**config.mk**
```make
export PLATFORM = sky130hd
export DESIGN_NAME = perm_resp
export DESIGN_NICKNAME = d
export VERILOG_FILES = /design/src/rtl/perm_resp.sv
export SDC_FILE = /design/constraint.sdc
export NUM_CORES = 1
export LEC_CHECK = 0
export ABC_AREA = 1
export CAP_MARGIN = 25
export CORE_AREA = 5 5 67 81
export CTS_BUF_LIST = sky130_fd_sc_hd__clkbuf_8
export CTS_CLUSTER_SIZE = 24
export DETAILED_ROUTE_END_ITERATION = 8
export DIE_AREA = 0 0 72 86
export GPL_ROUTABILITY_DRIVEN = 0
export HOLD_SLACK_MARGIN = 0.08
export PLACE_DENSITY = 0.89
export SLEW_MARGIN = 40
export SYNTH_ARGS = -nofsm -noshare
export SYNTH_HDL_FRONTEND = slang
export SYNTH_SLANG_ARGS = --single-unit
```
**constraint.sdc**
```tcl
create_clock -name clk -period 1.3 [get_ports clk]
set_input_delay 0.26 -clock clk [delete_from_list [all_inputs] [get_ports clk]]
set_output_delay 0.26 -clock clk [all_outputs]
set_load 0.005 [all_outputs]
```
**src/rtl/perm_resp.sv**
```systemverilog
module perm_resp #(
    parameter int AW = 32,
    parameter int IW = 4
) (
    input  logic          clk,
    input  logic          rst_n,
    input  logic          acc_valid,
    input  logic          acc_store,
    input  logic [IW-1:0] acc_id,
    input  logic [AW-1:0] line_addr,
    input  logic          allow,
    input  logic          trap_ack,
    output logic          grant_valid,
    output logic [IW-1:0] grant_id,
    output logic          trap_valid,
    output logic [AW-1:0] trap_addr,
    output logic          trap_store,
    output logic [IW-1:0] trap_id
);

    typedef struct packed {
        logic          grant;
        logic [IW-1:0] gid;
        logic          trap;
        logic [AW-1:0] taddr;
        logic          tstore;
        logic [IW-1:0] tid;
    } resp_t;

    resp_t st_d;
    resp_t st_q;

    always_comb begin
        st_d       = st_q;
        st_d.grant = 1'b0;
        if (st_q.trap) begin
            if (trap_ack) begin
                st_d.trap = 1'b0;
            end
        end else if (acc_valid) begin
            if (allow) begin
                st_d.grant = 1'b1;
                st_d.gid   = acc_id;
            end else begin
                st_d.trap   = 1'b1;
                st_d.taddr  = line_addr;
                st_d.tstore = acc_store;
                st_d.tid    = acc_id;
            end
        end
    end

    always_ff @(posedge clk) begin
        if (!rst_n) begin
            st_q <= '0;
        end else begin
            st_q <= st_d;
        end
    end

    assign grant_valid = st_q.grant;
    assign grant_id    = st_q.gid;
    assign trap_valid  = st_q.trap;
    assign trap_addr   = st_q.taddr;
    assign trap_store  = st_q.tstore;
    assign trap_id     = st_q.tid;

endmodule

```
Yosys cells after proc, flatten, opt, wreduce, memory -nomap -nowiden. Cells that the tools add are included.

Bits in registers: 43. Bits of input ports: 42. Logic and storage cells: 18.

Mux-type cells: 5. Bitwise logic cells: 4. Reduce and logical (&&, ||, !) cells: 3.

Operators with widths (count): $mux 38 (2); $reduce_and 3->1 (2); $mux 5 (1); $not 1->1 (4); $reduce_or 3->1 (1); $mux 1 (2).

Logic depth before layout (Yosys ltp). Gate-level depths: netlist of the first run.

Word-level depth: 3. Mapped depth: 6. Depth with buffers taken out: 5.

Worst setup path before layout of the first run. No wires, ideal clock.

Path kind: register -> register. Start: reg st_q (netlist bit trap_valid). End: reg st_q (netlist bit trap_addr[11]). Setup time: 0.115 ns. Arrival time: 0.904 ns. Required time: 1.185 ns. Slack: 0.281 ns. Stages on the path, launching flop included: 7. Buffers on the path: 2. Period minus slack after synthesis: 1.019 ns. Cells stage by stage: dfxtp_1 -> nor2_2 -> buf_4 -> buf_4 -> nand3_1 -> nand2_1 -> nor2_1.

Cells in the longest elaborated chain, start to end: 2.

Ends and longest elaborated chain: start, declared (line 31) `resp_t st_q;`; start signal, assigned (line 57) `st_q <= st_d;`; $not 1->1 (no line); $reduce_and 3->1 (no line).

Every way passes these cells. A chain may end at the register's enable or synchronous reset.

Final worst setup path of the first run.
Start: reg st_q (netlist bit trap_valid). End: reg st_q (netlist bit trap_addr[18]).

Same word-level chain as after synthesis.

==> insert_results.sql, run 1 <==
INSERT INTO impl_metrics (metric_group, metric, value, unit) VALUES
('critical_path', 'slowest_delay', '0.34', 'ns'),
('timing', 'timing.fmax', '832.2', 'MHz'),
('detailed_routing', 'vias_per_cell', '4.608', ''),
('detailed_routing', 'route.antenna.remaining_nets', '0', ''),
('placement', 'post-place-ws', '-0.1453', 'ns'),
('critical_path', 'worst_path_max_delay_cell', 'sky130_fd_sc_hd__dfxtp_2', ''),
('timing', 'holdWs', '0.4021', 'ns'),
('logic_synthesis', 'yosysUniqueCellTypes', '14', ''),
('timing', 'min_period_over_period', '92.44', '%'),
('critical_path', 'worst_setup_path_end_kind', 'flop', ''),
('critical_path', 'critical_path_required_time', '1.48', 'ns'),
('power', 'peakVddDrop', '0.5865', 'mV'),
('timing', 'slew_headroom', '86.01', '%'),
('detailed_routing', 'post-route-drc-count', '0', ''),
('min_path', 'worst_hold_path_type', 'in -> reg', ''),
('timing', 'final.min_clock_period', '1.202', 'ns'),
('critical_path', 'worst-setup-path-type', 'reg -> reg', ''),
('detailed_routing', 'routedWlPerCell', '11.43', 'um'),
('detailed_routing', 'firstDrtPassIters', '4', ''),
('floorplanning', 'initial_core_util', '41.65', '%'),
('critical_path', 'crit_fanout', '51', ''),
('clocking', 'cts.sink_count', '43', ''),
('global_routing', 'grt_util_all_layers', '15.26', '%'),
('clocking', 'cts_max_level', '2', ''),
('clocking', 'post_cts_hold_buffer_count', '0', ''),
('clocking', 'max-clock-path-buffers', '2', ''),
('final_layout', 'final_nets', '396', ''),
('logic_synthesis', 'syn_avg_cell_area', '6.807', 'um^2'),
('timing', 'pins_over_slew_limit', '0', ''),
('logic_synthesis', 'ys_seq_area_share', '45.65', '%'),
('critical_path', 'critPathTopFamily', 'simple AND/OR/NAND/NOR gates', ''),
('placement', 'numPortBuffers', '84', ''),
('floorplanning', 'chipWidth', '72', 'um'),
('final_layout', 'layout.area.seq', '875.8', 'um^2'),
('timing', 'timing.final.setup_violations', '0', ''),
('global_routing', 'number_of_global_route_vias_before_repair', '1633', ''),
('global_routing', 'number_of_antenna_violations_at_the_first_check_in_global_routing', '0', ''),
('clocking', 'clkSlewWorstSetupHoldPaths', '0.08', 'ns'),
('detailed_routing', 'total_detailed_routing_wirelength', '4.720', 'mm'),
('global_routing', 'largest_net_degree_at_the_start_of_global_routing', '52', ''),
('final_layout', 'num-fill-cells', '434', ''),
('critical_path', 'reg2reg_setup_slack', '0.1', 'ns'),
('timing', 'layout_setup_ws', '0.09830', 'ns'),
('timing', 'report.final.hold_viol_count', '0', ''),
('timing', 'rsz0062_at_grt', 'false', ''),
('clocking', 'postCtsSetupBuffers', '0', ''),
('final_layout', 'total_area_of_multi_input_combinational_cells', '752.0', 'um^2'),
('floorplanning', 'die-area', '6192', 'um^2'),
('floorplanning', 'io_pins', '85', ''),
('status', 'result_of_the_run', 'finished, final reports clean', ''),
('placement', 'placed_cells', '405', ''),
('clocking', 'numCtsBuffers', '5', ''),
('power', 'power.static_leakage', '0.001505', 'uW'),
('clocking', 'clk-insertion-delay-late', '0.29', 'ns'),
('floorplanning', 'core-area', '4527', 'um^2'),
('timing', 'worst_pin_slew', '0.2098', 'ns'),
('global_routing', 'grt_first_pass_wirelength', '7.583', 'mm'),
('power', 'cellPowerDensity', '1089', 'nW/um^2'),
('logic_synthesis', 'postSynthNetCount', '319', ''),
('critical_path', 'critical_path_buf_inv_count', '2', ''),
('critical_path', 'critical_path.cell_chain', 'buf_4, nor2_4, buf_12, nand3_1, nand2_1, nor2_1', ''),
('detailed_routing', 'detailedRoute.firstIterationViolations', '91', ''),
('final_layout', 'antennaDiodeCount', '0', ''),
('clocking', 'cts.root.buffer_cell', 'sky130_fd_sc_hd__clkbuf_8', ''),
('logic_synthesis', 'post_synth_instance_area', '1886', 'um^2'),
('detailed_routing', 'num_vias', '1903', ''),
('critical_path', 'cp.arrival', '1.39', 'ns'),
('final_layout', 'areaGrowthSynthToFinish', '52.09', '%'),
('global_routing', 'grt_remaining_overflow', '0', ''),
('clocking', 'cts_tree', 'done', ''),
('logic_synthesis', 'yosys_register_bits', '43', ''),
('final_layout', 'post_layout_nonfiller_instances', '413', ''),
('placement', 'final_hpwl_from_detailed_placement', '3.414', 'mm'),
('critical_path', 'setup.worst_path.start_class', 'flop', ''),
('floorplanning', 'floorplan.die.height', '86', 'um'),
('timing', 'skew', '0.007772', 'ns'),
('timing', 'fin_tns_setup', '0', 'ns'),
('floorplanning', 'placement_rows', '27', ''),
('logic_synthesis', 'ys.warnings.count', '0', ''),
('run', 'count_of_max_cap_constraint_violations', '0', ''),
('logic_synthesis', 'syn-instance-count', '277', ''),
('final_layout', 'share_of_layout_cells_above_drive_strength_1', '9.014', '%');
-- cell type report --
cell class	count	share of cell area (%)
Timing Repair Buffer	91	30.98
Sequential cell	43	30.54
Multi-Input combinational cell	170	26.22
Inverter	43	5.628
Clock buffer	6	2.880
Tap cell	58	2.531
Clock inverter	2	1.222
-- sequential cells by signal, indices dropped and copies added (netlist names) --
register     cells
trap_id          4
grant_id         4
trap_store       1
trap_valid       1
grant_valid      1
trap_addr       32
-- metal layers --
metal	GRT usage, %	part of all wire (%)	vias to the layer above
li1	-	-	999
met1	17.98	42	838
met5	0	0	-
met3	5.041	8.7	5
met4	3.590	0.85	0
met2	26.59	49	61
-- synth_stat cells --
cell,instances,area (um^2)
sky130_fd_sc_hd__nand2_1,46,172.7
sky130_fd_sc_hd__nor2_1,46,172.7
sky130_fd_sc_hd__dfxtp_1,43,860.8
sky130_fd_sc_hd__inv_1,43,161.4
sky130_fd_sc_hd__a21oi_1,38,190.2
sky130_fd_sc_hd__nand3_1,37,185.2
sky130_fd_sc_hd__buf_2,9,45.04
sky130_fd_sc_hd__buf_4,6,45.04
sky130_fd_sc_hd__clkbuf_1,4,15.01
sky130_fd_sc_hd__buf_1,1,3.750
sky130_fd_sc_hd__buf_6,1,11.26
sky130_fd_sc_hd__nand3_2,1,10.01
sky130_fd_sc_hd__nor2_2,1,6.260
sky130_fd_sc_hd__or2_2,1,6.260
-- worst reg2reg max path: stages (launching register included) --
cell and delay [ns]:
sky130_fd_sc_hd__dfxtp_2 0.34, sky130_fd_sc_hd__buf_4 0.14, sky130_fd_sc_hd__nor2_4 0.15, sky130_fd_sc_hd__buf_12 0.23, sky130_fd_sc_hd__nand3_1 0.10, sky130_fd_sc_hd__nand2_1 0.08
sky130_fd_sc_hd__nor2_1 0.05
-- path summary, 6_finish.rpt --
path                                end                        from  cells past startpoint
max reg2reg  trap_addr[18]$_SDFFE_PN0P_       trap_valid$_SDFF_PN0_                      6
min              grant_valid$_SDFF_PP0_                   acc_valid                      3
max          trap_addr[18]$_SDFFE_PN0P_       trap_valid$_SDFF_PN0_                      6
min reg2reg  trap_addr[14]$_SDFFE_PN0P_  trap_addr[14]$_SDFFE_PN0P_                      2
-- through the flow --
step | utilization, % | power, uW | area, um^2
after global placement | 61.44 | 2131 | 2781
after global routing | 63.35 | 3303 | 2868
after detailed placement | 61.44 | 2151 | 2781
final | 63.35 | 3122 | 2868
after CTS | 63.18 | 3162 | 2860
after floorplan | - | 1781 | 1886
-- power breakdown --
part	total [uW]	switching [uW]	leakage [uW]	internal, uW
Combinational	600	276	0.00109	324
Sequential	1460	43.4	0.000359	1410
Clock	1070	444	0.0000612	622
Total	3120	763	0.00151	2360
-- cells in the final DEF, fill, tap and decap left out, types with 2 or more instances in the layout --
master,synthesis,layout
sky130_fd_sc_hd__nand2_1,46,46
sky130_fd_sc_hd__nor2_1,46,46
sky130_fd_sc_hd__inv_1,43,43
sky130_fd_sc_hd__dlygate4sd2_1,0,43
sky130_fd_sc_hd__clkdlybuf4s50_1,0,40
sky130_fd_sc_hd__a21oi_1,38,37
sky130_fd_sc_hd__nand3_1,37,37
sky130_fd_sc_hd__dfxtp_1,43,31
sky130_fd_sc_hd__dfxtp_2,0,12
sky130_fd_sc_hd__clkbuf_8,0,6
sky130_fd_sc_hd__buf_12,0,4
sky130_fd_sc_hd__buf_4,6,2
-- repair_timing --
| item | 4_1_cts | 5_1_grt |
|---|---|---|
| gates resized for setup | 55 | 2 |
| endpoints found under the setup margin | 43 | 1 |
| pin swaps | 0 | 0 |
-- logic make-up (layout without fill, tap and decap cells) --
kind of cell	after synthesis	after routing	synth area share, %
simple gates	132	132	29.33
flops	43	43	45.65
buf+inv	64	142	14.93
compound gates	38	38	10.09
(Power assumes the default switching activity.)
==> inputs of run 2 (changes only) <==
ABC_AREA = default   (was 1)
CORE_AREA = 5 5 65 79   (was 5 5 67 81)
DIE_AREA = 0 0 70 84   (was 0 0 72 86)
MAX_ROUTING_LAYER = met4   (was default)
PLACE_DENSITY = 0.8   (was 0.89)
==> insert_results.sql, run 2 <==
INSERT INTO impl_metrics (metric_group, metric, value, unit) VALUES
('power', 'power.static_leakage', '0.001269', 'uW'),
('global_routing', 'grt_util_all_layers', '14.18', '%'),
('floorplanning', 'floorplan.die.height', '84', 'um'),
('detailed_routing', 'firstDrtPassIters', '4', ''),
('detailed_routing', 'post-route-drc-count', '0', ''),
('power', 'cellPowerDensity', '974.5', 'nW/um^2'),
('min_path', 'worst_hold_path_type', 'in -> reg', ''),
('global_routing', 'number_of_antenna_violations_at_the_first_check_in_global_routing', '0', ''),
('logic_synthesis', 'most_frequently_used_flop_master_after_synthesis', 'sky130_fd_sc_hd__dfxtp_1', ''),
('placement', 'final_hpwl_from_detailed_placement', '2.963', 'mm'),
('placement', 'post-place-ws', '-0.2888', 'ns'),
('clocking', 'cts.root.buffer_cell', 'sky130_fd_sc_hd__clkbuf_8', ''),
('logic_synthesis', 'yosysUniqueCellTypes', '14', ''),
('detailed_routing', 'routedWlPerCell', '12.76', 'um'),
('global_routing', 'grt_first_pass_wirelength', '6.555', 'mm'),
('detailed_routing', 'vias_per_cell', '4.458', ''),
('critical_path', 'critical_path_required_time', '1.50', 'ns'),
('logic_synthesis', 'post_synth_instance_area', '1693', 'um^2'),
('logic_synthesis', 'postSynth.asyncResetShare', '0', '%'),
('floorplanning', 'die-area', '5880', 'um^2'),
('logic_synthesis', 'postSynthNetCount', '223', ''),
('placement', 'numPortBuffers', '84', ''),
('logic_synthesis', 'syn-instance-count', '181', ''),
('final_layout', 'final_common_cell', 'sky130_fd_sc_hd__nand2_1', ''),
('min_path', 'timing.hold.worst.start', 'rst_n', ''),
('power', 'power.total', '2616', 'uW'),
('clocking', 'clkSlewWorstSetupHoldPaths', '0.07', 'ns'),
('timing', 'skew', '0.002511', 'ns'),
('logic_synthesis', 'ys_seq_area_share', '50.85', '%'),
('critical_path', 'critical_path.cell_chain', 'nor3b_4, buf_6, buf_12, mux2i_2', ''),
('final_layout', 'antennaDiodeCount', '0', ''),
('critical_path', 'reg2reg_setup_slack', '0.11', 'ns'),
('run', 'count_of_max_cap_constraint_violations', '0', ''),
('timing', 'slew_headroom', '89.77', '%'),
('critical_path', 'worst_path_max_delay_cell', 'sky130_fd_sc_hd__dfxtp_4', ''),
('final_layout', 'layout.cells.most_common_list', 'sky130_fd_sc_hd__nand2_1, sky130_fd_sc_hd__dlygate4sd2_1, sky130_fd_sc_hd__mux2i_1', ''),
('critical_path', 'setup.worst_path.start_class', 'flop', ''),
('timing', 'timing.final.setup_violations', '0', ''),
('timing', 'holdWs', '0.4265', 'ns'),
('detailed_routing', 'route.antenna.remaining_nets', '0', ''),
('timing', 'report.final.hold_viol_count', '0', ''),
('global_routing', 'number_of_global_route_vias_before_repair', '1400', ''),
('logic_synthesis', 'netlist_top_cells_count', 'sky130_fd_sc_hd__nand2_1, sky130_fd_sc_hd__dfxtp_1, sky130_fd_sc_hd__mux2i_1, sky130_fd_sc_hd__clkbuf_1, sky130_fd_sc_hd__buf_2', ''),
('logic_synthesis', 'synth_top_cell_by_area', 'sky130_fd_sc_hd__dfxtp_1', ''),
('clocking', 'cts.sink_count', '43', ''),
('logic_synthesis', 'yosys_register_bits', '43', ''),
('clocking', 'cts_tree', 'done', ''),
('logic_synthesis', 'ys_top_cells_by_area', 'sky130_fd_sc_hd__dfxtp_1, sky130_fd_sc_hd__mux2i_1, sky130_fd_sc_hd__nand2_1, sky130_fd_sc_hd__buf_8, sky130_fd_sc_hd__buf_2', ''),
('logic_synthesis', 'synth_largest_type_area_fraction', '50.85', '%'),
('clocking', 'max-clock-path-buffers', '2', ''),
('critical_path', 'slowest_delay', '0.36', 'ns'),
('critical_path', 'critical_path.startpoint', 'trap_valid$_SDFF_PN0_', ''),
('detailed_routing', 'detailedRoute.firstIterationViolations', '56', ''),
('final_layout', 'final_nets', '308', ''),
('timing', 'timing.fmax', '842.0', 'MHz'),
('logic_synthesis', 'yosys.cell_count.top_type', 'sky130_fd_sc_hd__nand2_1', ''),
('timing', 'final.min_clock_period', '1.188', 'ns'),
('power', 'peakVddDrop', '0.6961', 'mV'),
('clocking', 'clk-insertion-delay-late', '0.28', 'ns'),
('floorplanning', 'placement_rows', '27', ''),
('timing', 'worst_pin_slew', '0.1505', 'ns'),
('critical_path', 'crit_fanout', '16', ''),
('critical_path', 'cp.arrival', '1.39', 'ns'),
('clocking', 'cts_max_level', '2', ''),
('clocking', 'numCtsBuffers', '5', ''),
('timing', 'layout_setup_ws', '0.1124', 'ns'),
('final_layout', 'areaGrowthSynthToFinish', '58.54', '%'),
('floorplanning', 'core-area', '4392', 'um^2'),
('critical_path', 'worst-setup-path-type', 'reg -> reg', ''),
('floorplanning', 'io_pins', '85', ''),
('detailed_routing', 'num_vias', '1440', ''),
('critical_path', 'regToRegStartpoint', 'trap_valid$_SDFF_PN0_', ''),
('timing', 'min_period_over_period', '91.36', '%'),
('status', 'result_of_the_run', 'finished, final reports clean', ''),
('logic_synthesis', 'ys.warnings.count', '0', ''),
('timing', 'rsz0062_at_grt', 'false', ''),
('floorplanning', 'chipWidth', '70', 'um'),
('global_routing', 'grt_remaining_overflow', '0', ''),
('critical_path', 'worst_setup_path_end_kind', 'flop', ''),
('logic_synthesis', 'syn_avg_cell_area', '9.353', 'um^2'),
('floorplanning', 'initial_core_util', '38.55', '%'),
('logic_synthesis', 'number_of_synthesized_flops_with_an_enable_pin', '0', ''),
('timing', 'pins_over_slew_limit', '0', ''),
('final_layout', 'largest_register_ff_count', '32', ''),
('global_routing', 'largest_net_degree_at_the_start_of_global_routing', '44', ''),
('detailed_routing', 'total_detailed_routing_wirelength', '4.120', 'mm'),
('final_layout', 'share_of_layout_cells_above_drive_strength_1', '8.679', '%');
==> run 2: path summary, 6_finish.rpt <==
path / to / depth (start not counted)
worst max-delay path: trap_addr[16]$_SDFFE_PN0P_ / 4
worst min-delay path: grant_valid$_SDFF_PP0_ / 4
worst max register to register: trap_addr[16]$_SDFFE_PN0P_ / 4
worst min register to register: trap_addr[0]$_SDFFE_PN0P_ / 2
==> run 2: per-layer routing <==
metal	vias up	GRT usage, %	routed length [um]
li1	748	-	-
met1	644	15.53	1725
met2	44	24.16	2113
met3	4	5.301	252
met4	0	3.659	28
met5	-	-	0
==> run 2: kinds of logic (layout without fill, tap and decap cells) <==
kind of cell | count (synthesis) | count (layout) | share of synthesized area [%]
AOI/OAI and AO/OA | 1 | 1 | 0.4436
buffers and inverters | 14 | 98 | 5.396
DFF | 43 | 43 | 50.85
muxes | 41 | 41 | 24.24
and+or+nand+nor | 82 | 82 | 19.07
==> run 2: where the power goes <==
| group | internal (uW) | switching [uW] |
|---|---|---|
| clock network | 350 | 394 |
| logic | 278 | 173 |
| registers | 1390 | 32.9 |
| total | 2020 | 600 |
==> run 2: timing repair <==
action                     4_1_cts  5_1_grt
hold buffers                     0        0
setup endpoints to repair       43       25
gates cloned                     0        1
gates resized for setup         52        4
buffers inserted                 0        1
==> run 2: per-stage QoR <==
stage | setup TNS (ns) | util, % | area (um^2) | std cells
floorplan | 0 | - | 1693 | 181
global placement | -8.274 | 59.37 | 2608 | 315
detailed placement | -9.311 | 59.37 | 2608 | 315
CTS | 0 | 60.09 | 2639 | 321
global route | 0 | 61.11 | 2684 | 323
finish | 0 | 61.11 | 2684 | 323
==> run 2: cell type report <==
class / count / area, um^2
Fill cell: 400 / 1708
Multi-Input combinational cell: 124 / 750.7
Inverter: 1 / 3.754
Tap cell: 58 / 72.57
Clock inverter: 1 / 3.754
Sequential cell: 43 / 873.3
Timing Repair Buffer: 91 / 910.9
Clock buffer: 5 / 68.82
==> run 2: critical path, delay by kind of cell, from the launching register on <==
| family | cells | cell delay [ns] |
|---|---|---|
| mux | 1 | 0.22 |
| buf+inv | 2 | 0.33 |
| simple gates | 1 | 0.19 |
| flops | 1 | 0.36 |
